File: config.mk
export PLATFORM = sky130hd
export DESIGN_NAME = envgen_top
export DESIGN_NICKNAME = d
export VERILOG_FILES = /design/src/rtl/envgen_pkg.sv /design/src/rtl/envgen_regs.sv /design/src/rtl/envgen_ctrl.sv /design/src/rtl/envgen_dp.sv /design/src/rtl/envgen_top.sv
export SDC_FILE = /design/constraint.sdc
export NUM_CORES = 1
export LEC_CHECK = 0
export BUFFER_PORTS_ARGS = -buffer_cell sky130_fd_sc_hd__buf_2
export CORE_UTILIZATION = 55
export CTS_CLUSTER_SIZE = 28
export DETAILED_ROUTE_END_ITERATION = 10
export PLACE_DENSITY = 0.74
export SLEW_MARGIN = 10
export SYNTH_ARGS = -nofsm -noshare
export SYNTH_HDL_FRONTEND = slang
export SYNTH_SLANG_ARGS = --single-unit
export TNS_END_PERCENT = 50
File: constraint.sdc
create_clock -name clk -period 6.7 [get_ports clk]
set_clock_uncertainty 0.1 [all_clocks]
set_input_delay 0.335 -clock clk [delete_from_list [all_inputs] [get_ports clk]]
set_output_delay 0.335 -clock clk [all_outputs]
set_load 0.02 [all_outputs]
File: src/rtl/envgen_pkg.sv
package envgen_pkg;

  // Width of the limit constants below; the rate counter must be at least this wide.
  localparam int LIM_W = 15;

  localparam logic [1:0] ADDR_ATKDEC = 2'd0;
  localparam logic [1:0] ADDR_SUSREL = 2'd1;
  localparam logic [1:0] ADDR_CTRL   = 2'd2;

  typedef enum logic [1:0] {
    PH_ATTACK  = 2'd0,
    PH_DECAY   = 2'd1,
    PH_RELEASE = 2'd2
  } phase_e;

  // Strobes from control to the envelope datapath.
  typedef struct packed {
    logic stepUp;
    logic stepDown;
  } env_strobe_t;

  // Period limit for a 4-bit rate code.
  function automatic logic [LIM_W-1:0] rateLimit(input logic [3:0] code);
    logic [LIM_W-1:0] lim;
    case (code)
      4'd0:  lim = 15'd9;
      4'd1:  lim = 15'd31;
      4'd2:  lim = 15'd62;
      4'd3:  lim = 15'd94;
      4'd4:  lim = 15'd149;
      4'd5:  lim = 15'd219;
      4'd6:  lim = 15'd266;
      4'd7:  lim = 15'd312;
      4'd8:  lim = 15'd391;
      4'd9:  lim = 15'd976;
      4'd10: lim = 15'd1953;
      4'd11: lim = 15'd3125;
      4'd12: lim = 15'd3906;
      4'd13: lim = 15'd11719;
      4'd14: lim = 15'd19531;
      default: lim = 15'd31250;
    endcase
    return lim;
  endfunction

endpackage

File: src/rtl/envgen_regs.sv
module envgen_regs
  import envgen_pkg::*;
#(
  parameter int ADDR_W = 2,
  parameter int DATA_W = 8
) (
  input  logic              clk,
  input  logic              rstN,
  input  logic              wrEn,
  input  logic [ADDR_W-1:0] wrAddr,
  input  logic [DATA_W-1:0] wrData,
  output logic [DATA_W-1:0] atkDecReg,
  output logic [DATA_W-1:0] susRelReg,
  output logic              gateSet,
  output logic              gateClr
);

  localparam int NUM_BYTE_REGS = 2;

  logic [DATA_W-1:0] byteRegs [NUM_BYTE_REGS];
  logic              gateReg;
  logic              ctrlWrite;

  // Byte registers at addresses 0 and 1.
  for (genvar i = 0; i < NUM_BYTE_REGS; i++) begin : g_byteReg
    always_ff @(posedge clk or negedge rstN) begin
      if (!rstN) begin
        byteRegs[i] <= '0;
      end else if (wrEn && wrAddr == ADDR_W'(i)) begin
        byteRegs[i] <= wrData;
      end
    end
  end

  assign atkDecReg = byteRegs[ADDR_ATKDEC];
  assign susRelReg = byteRegs[ADDR_SUSREL];

  assign ctrlWrite = wrEn && (wrAddr == ADDR_W'(ADDR_CTRL));
  assign gateSet   = ctrlWrite &&  wrData[0] && !gateReg;
  assign gateClr   = ctrlWrite && !wrData[0] &&  gateReg;

  always_ff @(posedge clk or negedge rstN) begin
    if (!rstN) begin
      gateReg <= 1'b0;
    end else if (ctrlWrite) begin
      gateReg <= wrData[0];
    end
  end

  // a gate edge is either a set or a clear, never both
  a_r7_gate_edges_exclusive: assert property (@(posedge clk) disable iff (!rstN)
    !(gateSet && gateClr));

  // a set pulse leaves the gate held high
  a_r7_gate_set_holds: assert property (@(posedge clk) disable iff (!rstN)
    gateSet |=> gateReg);

endmodule

File: src/rtl/envgen_ctrl.sv
module envgen_ctrl
  import envgen_pkg::*;
#(
  parameter int CNT_W  = 15,
  parameter int DATA_W = 8
) (
  input  logic              clk,
  input  logic              rstN,
  input  logic [DATA_W-1:0] atkDecReg,
  input  logic [DATA_W-1:0] susRelReg,
  input  logic              gateSet,
  input  logic              gateClr,
  input  logic [DATA_W-1:0] envIn,
  output env_strobe_t       stb
);

  localparam int NIB_W = DATA_W / 2;
  localparam logic [DATA_W-1:0] ENV_PRE_TOP = {{(DATA_W-1){1'b1}}, 1'b0};
  localparam logic [CNT_W-1:0]  CNT_MAX     = '1;

  phase_e            phase, phaseNext;
  logic [CNT_W-1:0]  rateCnt, rateCntNext, curLimit;
  logic [NIB_W-1:0]  rateCode;
  logic [DATA_W-1:0] susLevel;
  logic              rateHit;

  // Rate code of the current phase.
  always_comb begin
    case (phase)
      PH_ATTACK: rateCode = atkDecReg[DATA_W-1 -: NIB_W];
      PH_DECAY:  rateCode = atkDecReg[NIB_W-1:0];
      default:   rateCode = susRelReg[NIB_W-1:0];
    endcase
  end

  assign curLimit    = CNT_W'(rateLimit(rateCode));
  assign rateHit     = (rateCnt == curLimit);
  assign rateCntNext = rateHit ? '0 : rateCnt + CNT_W'(1);
  assign susLevel    = {2{susRelReg[DATA_W-1 -: NIB_W]}};

  always_ff @(posedge clk or negedge rstN) begin
    if (!rstN) rateCnt <= '0;
    else       rateCnt <= rateCntNext;
  end

  // Step strobes toward the datapath.
  always_comb begin
    stb.stepUp   = rateHit && (phase == PH_ATTACK);
    stb.stepDown = 1'b0;
    if (rateHit && envIn != '0) begin
      if (phase == PH_RELEASE)                       stb.stepDown = 1'b1;
      else if (phase == PH_DECAY && envIn != susLevel) stb.stepDown = 1'b1;
    end
  end

  // Gate edges win over the attack-to-decay hand-off.
  always_comb begin
    phaseNext = phase;
    if (gateSet)                                  phaseNext = PH_ATTACK;
    else if (gateClr)                             phaseNext = PH_RELEASE;
    else if (stb.stepUp && envIn == ENV_PRE_TOP)  phaseNext = PH_DECAY;
  end

  always_ff @(posedge clk or negedge rstN) begin
    if (!rstN) phase <= PH_RELEASE;
    else       phase <= phaseNext;
  end

  // a match leaves the counter at zero for the next cycle
  a_r3_cnt_clears: assert property (@(posedge clk) disable iff (!rstN)
    rateHit |=> rateCnt == '0);

  // without a match the counter only advances by one (escape path)
  a_r5_escape_counts: assert property (@(posedge clk) disable iff (!rstN)
    (!rateHit && rateCnt != CNT_MAX) |=> rateCnt == $past(rateCnt) + CNT_W'(1));

  // the top value rolls over to zero
  a_r5_escape_wraps: assert property (@(posedge clk) disable iff (!rstN)
    (!rateHit && rateCnt == CNT_MAX) |=> rateCnt == '0);

  // release never goes below zero
  a_r11_release_floor: assert property (@(posedge clk) disable iff (!rstN)
    (phase == PH_RELEASE && envIn == '0) |=> envIn == '0);

  // the step into 0xFF hands over to decay unless a gate edge intervenes
  a_r8_top_to_decay: assert property (@(posedge clk) disable iff (!rstN)
    (stb.stepUp && envIn == ENV_PRE_TOP && !gateSet && !gateClr) |=> phase == PH_DECAY);

  // decay holds at the sustain level
  a_r10_sustain_hold: assert property (@(posedge clk) disable iff (!rstN)
    (phase == PH_DECAY && envIn == susLevel && !gateSet && !gateClr) |=> $stable(envIn));

endmodule

File: src/rtl/envgen_dp.sv
module envgen_dp
  import envgen_pkg::*;
#(
  parameter int DATA_W = 8
) (
  input  logic              clk,
  input  logic              rstN,
  input  env_strobe_t       stb,
  output logic [DATA_W-1:0] envOut
);

  logic [DATA_W-1:0] envReg;

  // Up-steps wrap modulo 2^DATA_W on purpose.
  always_ff @(posedge clk or negedge rstN) begin
    if (!rstN)             envReg <= '0;
    else if (stb.stepUp)   envReg <= envReg + DATA_W'(1);
    else if (stb.stepDown) envReg <= envReg - DATA_W'(1);
  end

  assign envOut = envReg;

  // without a strobe the envelope holds
  a_r12_hold_without_step: assert property (@(posedge clk) disable iff (!rstN)
    (!stb.stepUp && !stb.stepDown) |=> $stable(envReg));

  // an up-step adds exactly one (wrapping, R9)
  a_r8_up_by_one: assert property (@(posedge clk) disable iff (!rstN)
    stb.stepUp |=> envReg == DATA_W'($past(envReg) + DATA_W'(1)));

  // a down-step removes exactly one
  a_r11_down_by_one: assert property (@(posedge clk) disable iff (!rstN)
    (stb.stepDown && !stb.stepUp) |=> envReg == DATA_W'($past(envReg) - DATA_W'(1)));

  // the two strobes never fire together
  a_r3_single_strobe: assert property (@(posedge clk) disable iff (!rstN)
    !(stb.stepUp && stb.stepDown));

endmodule

File: src/rtl/envgen_top.sv
module envgen_top
  import envgen_pkg::*;
#(
  parameter int CNT_W  = 15,
  parameter int ADDR_W = 2,
  parameter int DATA_W = 8
) (
  input  logic              clk,
  input  logic              rstN,
  input  logic              wrEn,
  input  logic [ADDR_W-1:0] wrAddr,
  input  logic [DATA_W-1:0] wrData,
  output logic [DATA_W-1:0] envOut
);

  logic [DATA_W-1:0] atkDecReg, susRelReg;
  logic              gateSet, gateClr;
  env_strobe_t       stb;

  initial begin
    if (CNT_W < LIM_W) $error("CNT_W must hold the largest rate limit");
  end

  envgen_regs #(.ADDR_W(ADDR_W), .DATA_W(DATA_W)) regs_i (
    .clk       (clk),
    .rstN      (rstN),
    .wrEn      (wrEn),
    .wrAddr    (wrAddr),
    .wrData    (wrData),
    .atkDecReg (atkDecReg),
    .susRelReg (susRelReg),
    .gateSet   (gateSet),
    .gateClr   (gateClr)
  );

  envgen_ctrl #(.CNT_W(CNT_W), .DATA_W(DATA_W)) ctrl_i (
    .clk       (clk),
    .rstN      (rstN),
    .atkDecReg (atkDecReg),
    .susRelReg (susRelReg),
    .gateSet   (gateSet),
    .gateClr   (gateClr),
    .envIn     (envOut),
    .stb       (stb)
  );

  envgen_dp #(.DATA_W(DATA_W)) dp_i (
    .clk    (clk),
    .rstN   (rstN),
    .stb    (stb),
    .envOut (envOut)
  );

endmodule

==> results_dict.tcl <==
set metrics [dict create \
    run_status "finished clean" \
    drt_wl_total_mm 7.53 \
    syn-instance-count 335 \
    io_pins 21 \
    synth_top_area_share_pct 31.4 \
    vias_per_cell 6.29 \
    die_y_um 79.1 \
    async_flop_share_pct 100 \
    syn_nets 364 \
    post_cts_buffers 0 \
    synth_cell_type_count 70 \
    cts_num_sinks 42 \
    hold_path.class "in -> async" \
    holdBufCountCts 0 \
    dr.pass1.iters 5 \
    grt_overflow 0 \
    drtAntennaViolNets 0 \
    crit_path_end_kind "flip-flop" \
    syn_area_um2 3270 \
    antenna_cells 0 \
    r2r_cells 22 \
    cts_buffers 5 \
    dp_hpwl_mm 5.46 \
    cts-root-to-sink-buffers 2 \
    maxCapViolCount 0 \
    portBuffers 20 \
    maxSlewHeadroom_pct 31.0 \
    drtIter0Drc 187 \
    fin_tns_setup_ns 0 \
    start_util_pct 58.3 \
    final.period_utilization_pct 88.0 \
    clk_latency_ns 0.30 \
    synth_top_cell_by_area "dfrtp_1" \
    clk_pin_slew_ns 0.09 \
    num_vias 2665 \
    cts-root-buf "clkbuf_8" \
    slowest_delay_ns 0.69 \
    peakVddDrop_uv 185 \
    cts_resized 0 \
    r2r-start "ctrl_i.phase[0]$_DFFE_PN0P_" \
    dieArea_um2 6260 \
    drv_slew 0 \
    wire_per_inst_um 17.8 \
    final_hold_viol_count 0 \
    post-place-ws_ns 0.956 \
    setup_violations 0 \
    cts_max_level 2 \
    cts_tree "done" \
    synth_edf_count 0 \
    p_leak_nw 1.53 \
    avgSynthCellArea_um2 9.77 \
    r2r-end "dp_i.envOut[7]$_DFFE_PN0P_" \
    path_class "reg -> reg" \
    drc 0 \
    drive_gt1_share_pct 19.3 \
    nets 380 \
    ys_ff_latch 42 \
    grt_antenna_before_repair 0 \
    critPathRequiredTime_ns 6.82 \
    gp_routability_congestion 0.934 \
    synth_flop_cell "dfrtp_1" \
    area_growth_pct 6.19 \
    ys_seq_area_share_pct 32.2 \
    ff2ff_setup_slack_ns 0.80 \
    synth.area.top_cells "dfrtp_1, ha_1, mux2_2" \
    pwr_density_cell_nw_per_um2 325 \
    yosys_warnings 0 \
    critPathMaxFanout 15 \
    setup_ws_ns 0.802 \
    rsz0062_at_grt "false" \
    startpoint_type "flip-flop" \
    post-route-min-period_ns 5.90 \
    grt_max_degree 43 \
    grt_use_total_pct 26.1 \
    holdWs_ns 0.0671 \
    first_global_vias 2527 \
    crit_chain "mux2i_1 -> o21a_1 -> inv_1 -> ha_1 -> xor2_1 -> a2111o_1 -> a211oi_2 -> nor2_1 -> nor4b_1 -> nand4b_1 -> nor3_2 -> buf_4 -> nand2_1 -> ha_1 -> a21o_1 -> a21oi_1 -> nor2b_1 -> o21a_1 -> o41ai_1 -> xnor2_1 -> nor3_1 -> xor2_1" \
    fp.coreArea_um2 5610 \
    rows 27 \
    grt_pass1_wl_mm 12.6 \
    die-width_um 79.1 \
    worstPathArrival_ns 6.02 \
    critPathSlowestCell "dfrtp_1" \
    tightestPinTransition_ns 1.03 \
    timing.fmax_ghz 0.170 \
]
[through the flow]
| stage | util (%) | total power [mW] | instance area [µm²] | instances |
|---|---|---|---|---|
| 2_1_floorplan | - | 0.836 | 3270 | 335 |
| 3_5_place_dp | 60.3 | 0.958 | 3380 | 416 |
| 3_3_place_gp | 60.3 | 0.946 | 3380 | 416 |
| 5_1_grt | 62.0 | 1.21 | 3470 | 424 |
| 4_1_cts | 61.9 | 1.12 | 3470 | 424 |
| 6_report | 62.0 | 1.13 | 3470 | 424 |
[kinds of logic (layout without fill, tap and decap cells)]
group	after synthesis	after routing	share of synthesized area [%]
and+or+nand+nor	116	116	19.8
AOI/OAI and AO/OA	75	75	18.0
DFF	42	42	32.2
muxes	33	33	12.0
xor gates and xnor gates	28	28	7.50
buffers and inverters	25	42	4.13
adders and majority gates	16	16	6.35
[metal layers]
layer / track usage [%] / routed length, µm / up-vias
met1: 37.8 / 3630 / 1297
met4: 8.18 / 79 / 0
li1: - / - / 1273
met3: 3.68 / 355 / 11
met2: 40.0 / 3470 / 84
met5: 0 / 0 / -
[layout make-up]
cell class / count / area, µm²
clock buffer: 6 / 72.6
clock inverter: 2 / 13.8
fill: 496 / 2130
inverter: 13 / 48.8
multi-input combinational: 268 / 2090
sequential: 42 / 1050
tap: 72 / 90.1
timing repair buffer: 21 / 108
[flip-flops by register name, summed over array words and instances (netlist names)]
signal and flops:
regs_i.susRelReg 8, ctrl_i.rateCnt 15, regs_i.atkDecReg 8, regs_i.gateReg 1, dp_i.envOut 8, ctrl_i.phase 2
[cell usage after synthesis, types with 7 or more instances]
master,n
inv_1,11
dfrtp_1,41
ha_1,15
nor2b_1,7
o211ai_1,9
nor2_1,29
o21ai_0,7
nand2_1,17
xor2_1,11
xnor2_1,17
mux2_4,8
nor3_1,17
mux2i_1,8
mux2_2,16
and3_1,7
nand3_1,8
a21oi_1,8
[how the worst max path moves through the flow]
stage / from / end / slack [ns] / cells past startpoint
6_report: ctrl_i.phase[0]$_DFFE_PN0P_ / dp_i.envOut[7]$_DFFE_PN0P_ / 0.80 / 22
5_1_grt: ctrl_i.phase[0]$_DFFE_PN0P_ / dp_i.envOut[7]$_DFFE_PN0P_ / 0.39 / 22
4_1_cts: ctrl_i.phase[0]$_DFFE_PN0P_ / dp_i.envOut[7]$_DFFE_PN0P_ / 0.89 / 22
3_5_place_dp: ctrl_i.phase[0]$_DFFE_PN0P_ / dp_i.envOut[7]$_DFFE_PN0P_ / 0.96 / 22
3_3_place_gp: ctrl_i.phase[0]$_DFFE_PN0P_ / dp_i.envOut[7]$_DFFE_PN0P_ / 1.21 / 22
2_1_floorplan: ctrl_i.phase[0]$_DFFE_PN0P_ / dp_i.envOut[7]$_DFFE_PN0P_ / 1.50 / 25
[worst max-delay path, delay by kind of cell (launching register included)]
family                   cells  cell delay (ns)
flip-flops                   1             0.69
adder cells (fa/ha/maj)      2             0.68
AO/OA/AOI/OAI                7             1.87
buffers and inverters        2             0.43
multiplexers                 1             0.41
AND/OR/NAND/NOR              7             1.18
XOR/XNOR                     3             0.44
[layout by cell type (no fill, tap or decap), types with 3 or more instances in the layout]
master     instances
dfrtp_1           41
nor2_1            29
buf_2             20
nand2_1           17
nor3_1            17
xnor2_1           17
mux2_2            16
ha_1              15
inv_1             11
xor2_1            11
o211ai_1           9
mux2i_1            8
mux2_4             8
a21oi_1            8
nand3_1            8
nor2b_1            7
o21ai_0            7
and3_1             7
nand2b_1           5
o2111ai_1          5
a211oi_1           5
clkbuf_8           5
o21a_1             4
nor3b_1            4
nor4_1             4
o22ai_1            4
a21o_1             4
a311oi_1           3
o2111a_1           3
nand4_1            3
[power by group]
part           total (mW)  internal, mW  switching (mW)
sequential          0.394         0.305          0.0890
combinational       0.573         0.252           0.320
clock               0.163        0.0736          0.0896
total                1.13         0.631           0.499
Note: power is estimated with default switching activity, not from simulation.
